**src/rtl/acc_shf_pkg.sv**
```systemverilog
package acc_shf_pkg;
  localparam int WORD_W  = 34;
  localparam int GUARD_W = 6;
  localparam int CNT_W   = 5;
  localparam int CODE_W  = 4;
  localparam int SPLIT_W = 15;  // product bits kept by the low-part mode
  localparam int HI_W    = 13;  // register bits kept by the high-part mode

  typedef logic [WORD_W-1:0] word_t;
  typedef logic [CNT_W-1:0]  amt_t;
  typedef logic [CODE_W-1:0] code_t;

  typedef enum logic [2:0] {
    MODE_PASS,
    MODE_SHL,
    MODE_SHR,
    MODE_LOW,
    MODE_HIGH
  } mode_e;

  typedef struct packed {
    mode_e mode;
    amt_t  amt;
  } op_sel_t;

  localparam code_t CODE_NONE = 4'd0;
  localparam code_t CODE_L1   = 4'd1;
  localparam code_t CODE_L2   = 4'd2;
  localparam code_t CODE_L4   = 4'd3;
  localparam code_t CODE_L8   = 4'd4;
  localparam code_t CODE_R1   = 4'd5;
  localparam code_t CODE_R2   = 4'd6;
  localparam code_t CODE_R4   = 4'd7;
  localparam code_t CODE_R8   = 4'd8;
  localparam code_t CODE_LOW  = 4'd9;
  localparam code_t CODE_HIGH = 4'd10;

  // Map an instruction shift code to a mode and an amount.
  function automatic op_sel_t decode_code(input code_t c);
    op_sel_t s;
    s.mode = MODE_PASS;
    s.amt  = '0;
    case (c)
      CODE_L1:   begin s.mode = MODE_SHL; s.amt = 5'd1; end
      CODE_L2:   begin s.mode = MODE_SHL; s.amt = 5'd2; end
      CODE_L4:   begin s.mode = MODE_SHL; s.amt = 5'd4; end
      CODE_L8:   begin s.mode = MODE_SHL; s.amt = 5'd8; end
      CODE_R1:   begin s.mode = MODE_SHR; s.amt = 5'd1; end
      CODE_R2:   begin s.mode = MODE_SHR; s.amt = 5'd2; end
      CODE_R4:   begin s.mode = MODE_SHR; s.amt = 5'd4; end
      CODE_R8:   begin s.mode = MODE_SHR; s.amt = 5'd8; end
      CODE_LOW:  s.mode = MODE_LOW;
      CODE_HIGH: s.mode = MODE_HIGH;
      default:   s.mode = MODE_PASS;
    endcase
    return s;
  endfunction

  // Two's-complement count: non-negative shifts left, negative shifts right.
  function automatic op_sel_t indirect_sel(input amt_t c);
    op_sel_t s;
    if (c[CNT_W-1]) begin
      s.mode = MODE_SHR;
      s.amt  = amt_t'(~c + 1'b1);
    end else begin
      s.mode = MODE_SHL;
      s.amt  = c;
    end
    return s;
  endfunction

  function automatic word_t shift_left(input word_t w, input amt_t n);
    return w << n;
  endfunction

  function automatic word_t shift_right_arith(input word_t w, input amt_t n);
    return word_t'($signed(w) >>> n);
  endfunction

  function automatic word_t low_part(input word_t p);
    return {{(WORD_W-SPLIT_W-GUARD_W){1'b0}}, p[SPLIT_W-1:0], {GUARD_W{1'b0}}};
  endfunction

  function automatic word_t high_part(input word_t d);
    return {{(WORD_W-HI_W-GUARD_W){d[WORD_W-1]}}, d[WORD_W-1 -: HI_W], {GUARD_W{1'b0}}};
  endfunction
endpackage

```
**src/rtl/acc_shf_ind_reg.sv**
```systemverilog
module acc_shf_ind_reg
  import acc_shf_pkg::*;
#(
  parameter int DBUS_W = 24
) (
  input  logic              clk_i,
  input  logic              rst_ni,
  input  logic              load_i,
  input  logic [DBUS_W-1:0] dbus_i,
  output logic              act_o,
  output amt_t              cnt_o
);
  localparam int LOW_W = DBUS_W - CNT_W;

  amt_t bus_cnt;
  logic unused_bus_low;

  assign bus_cnt        = dbus_i[DBUS_W-1 -: CNT_W];
  assign unused_bus_low = ^dbus_i[LOW_W-1:0];

  // The flag arms on a load and falls on any step without one.
  always_ff @(posedge clk_i or negedge rst_ni) begin
    if (!rst_ni) begin
      act_o <= 1'b0;
      cnt_o <= '0;
    end else begin
      act_o <= load_i;
      if (load_i) cnt_o <= bus_cnt;
    end
  end

  AST_LOAD_CAPTURE: assert property (@(posedge clk_i) disable iff (!rst_ni)
    load_i |=> (act_o && cnt_o == $past(dbus_i[DBUS_W-1 -: CNT_W])));
  AST_ONE_SHOT: assert property (@(posedge clk_i) disable iff (!rst_ni)
    !load_i |=> !act_o);
endmodule

```
**src/rtl/acc_shf_core.sv**
```systemverilog
module acc_shf_core
  import acc_shf_pkg::*;
(
  input  word_t op_i,
  input  word_t dr0_i,
  input  code_t code_i,
  input  logic  ind_act_i,
  input  amt_t  ind_cnt_i,
  output word_t res_o
);
  op_sel_t sel_direct;
  op_sel_t sel_ind;
  op_sel_t sel;

  assign sel_direct = decode_code(code_i);
  assign sel_ind    = indirect_sel(ind_cnt_i);
  assign sel        = ind_act_i ? sel_ind : sel_direct;

  always_comb begin
    case (sel.mode)
      MODE_SHL:  res_o = shift_left(op_i, sel.amt);
      MODE_SHR:  res_o = shift_right_arith(op_i, sel.amt);
      MODE_LOW:  res_o = low_part(op_i);
      MODE_HIGH: res_o = high_part(dr0_i);
      default:   res_o = op_i;
    endcase
  end
endmodule

```
**src/rtl/acc_shifter.sv**
```systemverilog
module acc_shifter
  import acc_shf_pkg::*;
#(
  parameter int DBUS_W = 24
) (
  input  logic              clk_i,
  input  logic              rst_ni,
  input  logic [33:0]       op_i,
  input  logic [33:0]       dr0_i,
  input  logic [3:0]        shf_code_i,
  input  logic [DBUS_W-1:0] dbus_i,
  input  logic              ind_load_i,
  output logic [33:0]       res_o
);
  logic ind_act;
  amt_t ind_cnt;

  acc_shf_ind_reg #(.DBUS_W(DBUS_W)) ind_reg_i (
    .clk_i  (clk_i),
    .rst_ni (rst_ni),
    .load_i (ind_load_i),
    .dbus_i (dbus_i),
    .act_o  (ind_act),
    .cnt_o  (ind_cnt)
  );

  acc_shf_core core_i (
    .op_i      (op_i),
    .dr0_i     (dr0_i),
    .code_i    (shf_code_i),
    .ind_act_i (ind_act),
    .ind_cnt_i (ind_cnt),
    .res_o     (res_o)
  );

  AST_PASS_THROUGH: assert property (@(posedge clk_i) disable iff (!rst_ni)
    (!ind_act && (shf_code_i == CODE_NONE || shf_code_i > CODE_HIGH)) |-> res_o == op_i);
  AST_LOWPART_ZERO: assert property (@(posedge clk_i) disable iff (!rst_ni)
    (!ind_act && shf_code_i == CODE_LOW) |-> (res_o[33:21] == '0 && res_o[5:0] == '0));
  AST_HIGHPART_SIGN: assert property (@(posedge clk_i) disable iff (!rst_ni)
    (!ind_act && shf_code_i == CODE_HIGH) |->
      (res_o[5:0] == '0 && $countones(res_o[33:18]) inside {0, 16}));
  AST_ZERO_INDIRECT: assert property (@(posedge clk_i) disable iff (!rst_ni)
    (ind_act && ind_cnt == '0) |-> res_o == op_i);
endmodule

```
**config.mk**
```make
export PLATFORM = sky130hd
export DESIGN_NAME = acc_shifter
export DESIGN_NICKNAME = d
export VERILOG_FILES = /design/src/rtl/acc_shf_pkg.sv /design/src/rtl/acc_shf_ind_reg.sv /design/src/rtl/acc_shf_core.sv /design/src/rtl/acc_shifter.sv
export SDC_FILE = /design/constraint.sdc
export NUM_CORES = 1
export LEC_CHECK = 0
export ABC_AREA = 1
export BUFFER_PORTS_ARGS = -buffer_cell sky130_fd_sc_hd__buf_2
export CAP_MARGIN = 20
export CORE_UTILIZATION = 55
export CTS_BUF_LIST = sky130_fd_sc_hd__clkbuf_2
export CTS_CLUSTER_SIZE = 25
export DETAILED_ROUTE_END_ITERATION = 6
export PLACE_DENSITY_LB_ADDON = 0.08
export REMOVE_ABC_BUFFERS = 1
export SLEW_MARGIN = 30
export SYNTH_ARGS = -nofsm -noshare
export SYNTH_HDL_FRONTEND = slang
export SYNTH_SLANG_ARGS = --single-unit
export TNS_END_PERCENT = 50
```
**constraint.sdc**
```tcl
create_clock -name clk_i -period 2.5 [get_ports clk_i]
set_input_delay 0.375 -clock clk_i [delete_from_list [all_inputs] [get_ports clk_i]]
set_output_delay 0.375 -clock clk_i [all_outputs]
set_load 0.005 [all_outputs]
```
Yosys cells after proc, flatten, opt, wreduce, memory -nomap -nowiden
Index checks and enable logic that the tools add are counted.
{"block": "word_totals", "in_bits": 99, "word_cells": 31, "out_inout_bits": 34, "regBits": 6}
{"block": "classes", "n_eq_ne": 14, "muxes": 5, "shift": 2, "bitwise": 1, "reduce_logical": 6, "n_addsub": 1}
{"op": "$pmux W34 S4", "count": 1}
{"op": "$shl A34 B5 Y34", "count": 1}
{"op": "$sshr A34 B5 Y34", "count": 1}
{"op": "$eq A4 B3 Y1 const B", "count": 4}
{"op": "$pmux W4 S4", "count": 1}
{"op": "$eq A4 B4 Y1 const B", "count": 3}
{"op": "$pmux W3 S4", "count": 1}
{"op": "$eq A4 B2 Y1 const B", "count": 2}
{"op": "$mux W8", "count": 1}
{"op": "$reduce_or A2 Y1", "count": 4}
{"op": "$reduce_or A4 Y1", "count": 2}
{"op": "$mux W7", "count": 1}
{"op": "$eq A3 B2 Y1 const B", "count": 2}
{"op": "$add A5 B1 Y5 const B", "count": 1}
{"op": "$not A5 Y5", "count": 1}
{"op": "$eq A4 B1 Y1 const B", "count": 1}
{"op": "$eq A3 B1 Y1 const B", "count": 1}
{"op": "$eq A3 B3 Y1 const B", "count": 1}

Depth between registers and ports, before layout
{"block": "logic_depth", "depth_word": 6, "mapped_depth": 18, "ltp_nobuf": 17}

Hierarchy
A second synthesis with hierarchy kept.
{"block": "hier_totals", "cells_unflattened": 988, "area_unflattened_um2": 4524.3}
{"module": "acc_shf_core", "cells_per_inst": 966, "area_each_um2": 4314.1, "seq_area_each_um2": 0.0, "instances": 1}
{"module": "acc_shf_ind_reg", "cells_per_inst": 22, "area_each_um2": 210.2, "seq_area_each_um2": 150.1, "instances": 1}

Worst setup path after synthesis
Ideal clock, no wire load.
{"block": "synth_path", "path_type": "flip-flop to output port", "start": "register ind_reg_i.cnt_o[0]", "end": "output res_o[11]", "path_buffers": 2, "required_time_ns": 2.125, "arrival_ns": 1.790, "setup_slack_ns": 0.335, "path_stages_with_launch": 18, "cell_sequence": "dfrtp_1 -> inv_1 -> ha_1 -> inv_1 -> nand2_1 -> nand2_1 -> nand2_1 -> nand2_2 -> inv_2 -> buf_6 -> buf_4 -> nand2_1 -> nand3_1 -> nand3_1 -> nand2_1 -> o21ai_1 -> nor2_1 -> nor2_1"}
{"block": "synth_between", "elab_chain_cells": 6, "word_cells_on_any_way": 7, "cone_classes": "add/sub: 1; shift: 2; mux: 3; bitwise: 1"}
{"item": "start, declared", "line_no": "acc_shf_ind_reg.sv:11", "rtl": "output amt_t cnt_o"}
{"item": "start signal, assigned", "line_no": "acc_shf_ind_reg.sv:28", "rtl": "if (load_i) cnt_o <= bus_cnt;"}
{"item": "$not A5 Y5", "line_no": "acc_shf_pkg.sv:64", "rtl": "s.amt = amt_t'(~c + 1'b1);"}
{"item": "$add A5 B1 Y5", "line_no": "acc_shf_pkg.sv:64"}
{"item": "$mux W7 (*)", "line_no": "acc_shf_pkg.sv:62", "rtl": "if (c[CNT_W-1]) begin"}
{"item": "$mux W8 (*)", "line_no": "acc_shf_core.sv:17", "rtl": "assign sel = ind_act_i ? sel_ind : sel_direct;"}
{"item": "$sshr A34 B5 Y34 or $shl A34 B5 Y34 (tied branches)", "line_no": "acc_shf_pkg.sv:77, acc_shf_pkg.sv:73"}
{"item": "$pmux W34 S4 (*)", "line_no": "acc_shf_core.sv:20", "rtl": "case (sel.mode)"}
{"item": "end, declared", "line_no": "acc_shifter.sv:13", "rtl": "output logic [33:0] res_o"}
Mark *: on every way between the ends. The rest lies on a longest branch, timed or not.

Worst setup path after layout
{"block": "layout_path", "start": "register ind_reg_i.cnt_o[0]", "end": "output res_o[20]"}
Same word-level chain as after synthesis.

==> results summary <==
The flow ran to the end, but the final reports show violations. The final reports fail on DRC, setup timing. After floorplanning, the core was sized to cover 0.00818 mm2. The post-layout utilization of the core is 0.851. The width of the die came out at 93.6 um. In this run the count of I/O pins placed on the die edge is 133. The number of nets in the layout is 1211.

The filler-free cell count of the finished design came out at 1214. The post-synthesis instance total came out at 990. Averaged over all synthesized cells, the footprint is 4.67 um2. The data required time of the critical path is 2120 ps. The remaining number of nets flagged by the antenna check after routing came out at 0. The via count normalized by instance count came out at 6.95. The root buffer cell chosen for the clock tree is sky130_fd_sc_hd__clkbuf_2. Among all cell types in the netlist, the one instantiated most often is sky130_fd_sc_hd__nand2_1. The post-layout minimum cycle time came out at 3090 ps.

Counting flops with an async set or reset pin after synthesis yields a share of 1.00. The number of antenna violations at the first check in global routing came out at 0. The portion of synthesized cell area occupied by the leading cell type is 0.335. Before antenna repair, the detailed router went through 7 iterations. Of all nets on the critical path, the largest fanout is 38.

The die area is 0.00877 mm2. The number of register bits inferred by synthesis came out at 6. The number of global-route vias before repair is 6874. STA classifies the critical path startpoint as a flip-flop. The power per cell area came out at 411 mW/mm2. The aggregate global routing overflow came out at 0. The number of enable-type register cells in the synthesized netlist is 0. The reported leakage power came out at 3.76 nW. The remaining design rule violation count came out at 166. The global routing met2 resource utilization came out at 0.743. The synthesized netlist contains 30 unique library cells. The setup slack of the most critical reg-to-reg path is 1630 ps. The number of levels in the clock H-tree came out at 1. The most used flip-flop cell after synthesis is sky130_fd_sc_hd__dfrtp_1. The detailed router finished its first iteration with 1942 violations. The largest net degree at the start of global routing is 39. The number of hold-slack violations in the final timing report is 0. Of the cells placed in the final design, the portion with a size suffix greater than 1 is 0.380. The count of final setup violators came out at 34. Row generation in the floorplan step produced 33 rows. The capturing point of the worst reg2reg path is ind_reg_i.cnt_o[0]$_DFFE_PN0P_. For the final database, setup skew stands at 0 ps. In this run the critical register-to-register path is launched from ind_reg_i.cnt_o[0]$_DFFE_PN0P_. The clock transition at the register clock pins on the worst setup and hold paths after CTS is 70 ps. The summed negative setup slack over all endpoints is -11940 ps. Counting instances in the post-synthesis netlist gives the leading cell types as 405 x sky130_fd_sc_hd__nand2_1, 309 x sky130_fd_sc_hd__nand3_1, 58 x sky130_fd_sc_hd__inv_1.

The logic depth of the worst register-to-register path came out at 3. The worst hold path terminates at ind_reg_i.cnt_o[2]$_DFFE_PN0P_. For the pin with the worst max-slew slack, the measured transition is 424 ps. The initial utilization of the core area, before any placement, comes to 0.565. Across all setup checks in the final design, the least slack found is -595 ps. The sequential cell area is 151 um2. For met3 alone, demand over resource in global routing was 0.107.

The worst slack at placement came out at -55.8 ps. The clock latency at the later pin of the worst-skew pair came out at 240 ps. The post-detailed-placement cell area is 0.00556 mm2.

The routed design has 25600 um of wire. The path type of the worst setup path is reg2out. In the global route stage, met1 resource usage came out at 0.609. The overall routing resource usage is 0.482. The tightest hold path in the finished design has a slack of 362 ps. After synthesis, the cell types taking the most area are sky130_fd_sc_hd__nand3_1 33%, sky130_fd_sc_hd__nand2_1 33%, sky130_fd_sc_hd__buf_2 4.8%. The number of placed instances, taps included, is 1191. The last weighted congestion value of the routability-driven placer is 1.00. Across the run, the number of max-cap violations was 0. The share of the Yosys chip area taken by registers is 0.0325.

The synthesis-to-layout area growth is 50.7%. The maximum ir drop on the vdd rail came out at 0.000355 V. The total clock buffers created by CTS came out at 3. In this run the vertical extent of the chip is 93.6 um. The multi-input gate area in the final layout is 0.00488 mm2. The HPWL after detailed placement is 14700 um.

Setup repair after global routing could not meet its margin everywhere. Counting the fill cells in the layout gives 550. The diode insertion count for antenna repair is 0. The final period utilization came out at 1.24. TritonCTS built the clock tree.

The area of all placed cells without fillers came out at 0.00696 mm2. The synthesized design spends more area on one cell type than any other, namely sky130_fd_sc_hd__nand3_1. The cell depth of the worst min-delay path came out at 3. The number of slew-limit violations in the final report is 0.

The total power of the final layout came out at 2.86 mW. Data arrives at the worst endpoint at 2720 ps. The top achievable clock speed came out at 323 MHz. The cell area after synthesis came out at 0.00462 mm2. The tightest min-delay check is of the in2reg type.

The layer flagged by global routing as most heavily used is met2. The startpoint of the tightest hold check path is dbus_i[21]. Counting along the longest clock path gives a buffer depth of 2. Yosys printed 0 warnings. The number of buffer cells added on primary ports is 92. The routed via count is 8441. The remaining max-slew budget at the tightest pin came out at 0.717. The count of clock tree sinks is 6. In the final routed layout, each cell accounts on average for 21.1 um. The first-pass GRT wire length came out at 33400 um. The endpoint class of the critical path is an output pin.
-- placed cells by master (no fill, tap or decap), types with 2 or more instances in the layout --
master                      instances
sky130_fd_sc_hd__inv_1             56
sky130_fd_sc_hd__a21oi_1           12
sky130_fd_sc_hd__nor2_4             2
sky130_fd_sc_hd__nand3b_1           2
sky130_fd_sc_hd__nand2_8            2
sky130_fd_sc_hd__buf_2             92
sky130_fd_sc_hd__nand3_2          100
sky130_fd_sc_hd__buf_12            18
sky130_fd_sc_hd__nand4_1           23
sky130_fd_sc_hd__nand2_2           75
sky130_fd_sc_hd__buf_16             2
sky130_fd_sc_hd__buf_4             55
sky130_fd_sc_hd__nand2_1          326
sky130_fd_sc_hd__o21ai_4            3
sky130_fd_sc_hd__a21oi_4            2
sky130_fd_sc_hd__nand2_4           14
sky130_fd_sc_hd__nand3_1          199
sky130_fd_sc_hd__clkbuf_16          4
sky130_fd_sc_hd__nand3_4           11
sky130_fd_sc_hd__o21ai_2            4
sky130_fd_sc_hd__inv_2              7
sky130_fd_sc_hd__o21ai_1            7
sky130_fd_sc_hd__clkbuf_2           3
sky130_fd_sc_hd__nor2_2             8
sky130_fd_sc_hd__buf_6              8
sky130_fd_sc_hd__buf_8              2
sky130_fd_sc_hd__o211ai_1           6
sky130_fd_sc_hd__dfrtp_1            5
sky130_fd_sc_hd__o21ai_0           19
sky130_fd_sc_hd__nor2_1            30
-- flip-flops by register name, summed over array words and instances, names as in the netlist --
| register | flops |
|---|---|
| ind_reg_i.cnt_o | 5 |
| ind_reg_i.act_o | 1 |
-- worst max-delay path by stage --
stage	start	cells after the start	slack, ps	end
6_report	ind_reg_i.cnt_o[0]$_DFFE_PN0P_	15	-590	res_o[20]
5_1_grt	ind_reg_i.cnt_o[0]$_DFFE_PN0P_	15	-680	res_o[30]
4_1_cts	ind_reg_i.cnt_o[0]$_DFFE_PN0P_	19	-240	res_o[10]
3_5_place_dp	ind_reg_i.cnt_o[0]$_DFFE_PN0P_	19	-60	res_o[8]
3_3_place_gp	ind_reg_i.cnt_o[0]$_DFFE_PN0P_	18	-20	res_o[10]
2_1_floorplan	ind_reg_i.cnt_o[0]$_DFFE_PN0P_	17	-790	res_o[15]
-- critical path, cell delays in order, from the launching register on --
cell	delay [ps]
sky130_fd_sc_hd__dfrtp_1	410
sky130_fd_sc_hd__buf_4	140
sky130_fd_sc_hd__buf_4	120
sky130_fd_sc_hd__nand2_1	130
sky130_fd_sc_hd__nand2_2	90
sky130_fd_sc_hd__buf_12	180
sky130_fd_sc_hd__nand2_2	280
sky130_fd_sc_hd__nand2_2	150
sky130_fd_sc_hd__nand2_8	110
sky130_fd_sc_hd__nand3_2	120
sky130_fd_sc_hd__nand2_1	140
sky130_fd_sc_hd__nand2_2	70
sky130_fd_sc_hd__nand3_1	140
sky130_fd_sc_hd__nand2_1	110
sky130_fd_sc_hd__nand4_1	140
sky130_fd_sc_hd__buf_2	130
-- repair_timing --
| item | 4_1_cts | 5_1_grt |
|---|---|---|
| hold buffers | 1 | 0 |
| cloned | 4 | 4 |
| resized for setup | 117 | 151 |
| setup buffers | 8 | 5 |
| pin swaps | 42 | 43 |
| endpoints found under the hold margin | 6 | 0 |
| endpoints found under the setup margin | 34 | 34 |
-- metal layers --
layer / share of wire / vias up
li1: - / 3546
met1: 0.33 / 3575
met2: 0.40 / 968
met3: 0.17 / 348
met5: 0.0043 / -
met4: 0.094 / 4
-- cells by family (layout without fill, tap and decap cells) --
family          Yosys count  after routing  share of synthesized area
compound gates           57             57                     0.0699
fa+ha+maj                 1              1                    0.00271
mux                       1              1                    0.00244
simple gates            794            794                      0.762
flops                     6              6                     0.0325
buf+inv                 131            250                      0.131
-- report_power, final --
group,internal (mW),switching [mW]
sequential,0.105,0.0127
clock,0.0326,0.0397
combinational,0.993,1.67
-- final cells by class --
type,count,share of cell area
inverter,65,0.0376
multi-input combinational,853,0.701
timing repair buffer,182,0.218
clock buffer,3,0.00216
tap,105,0.0189
sequential,6,0.0218
Power figures use the tool's default switching activity.
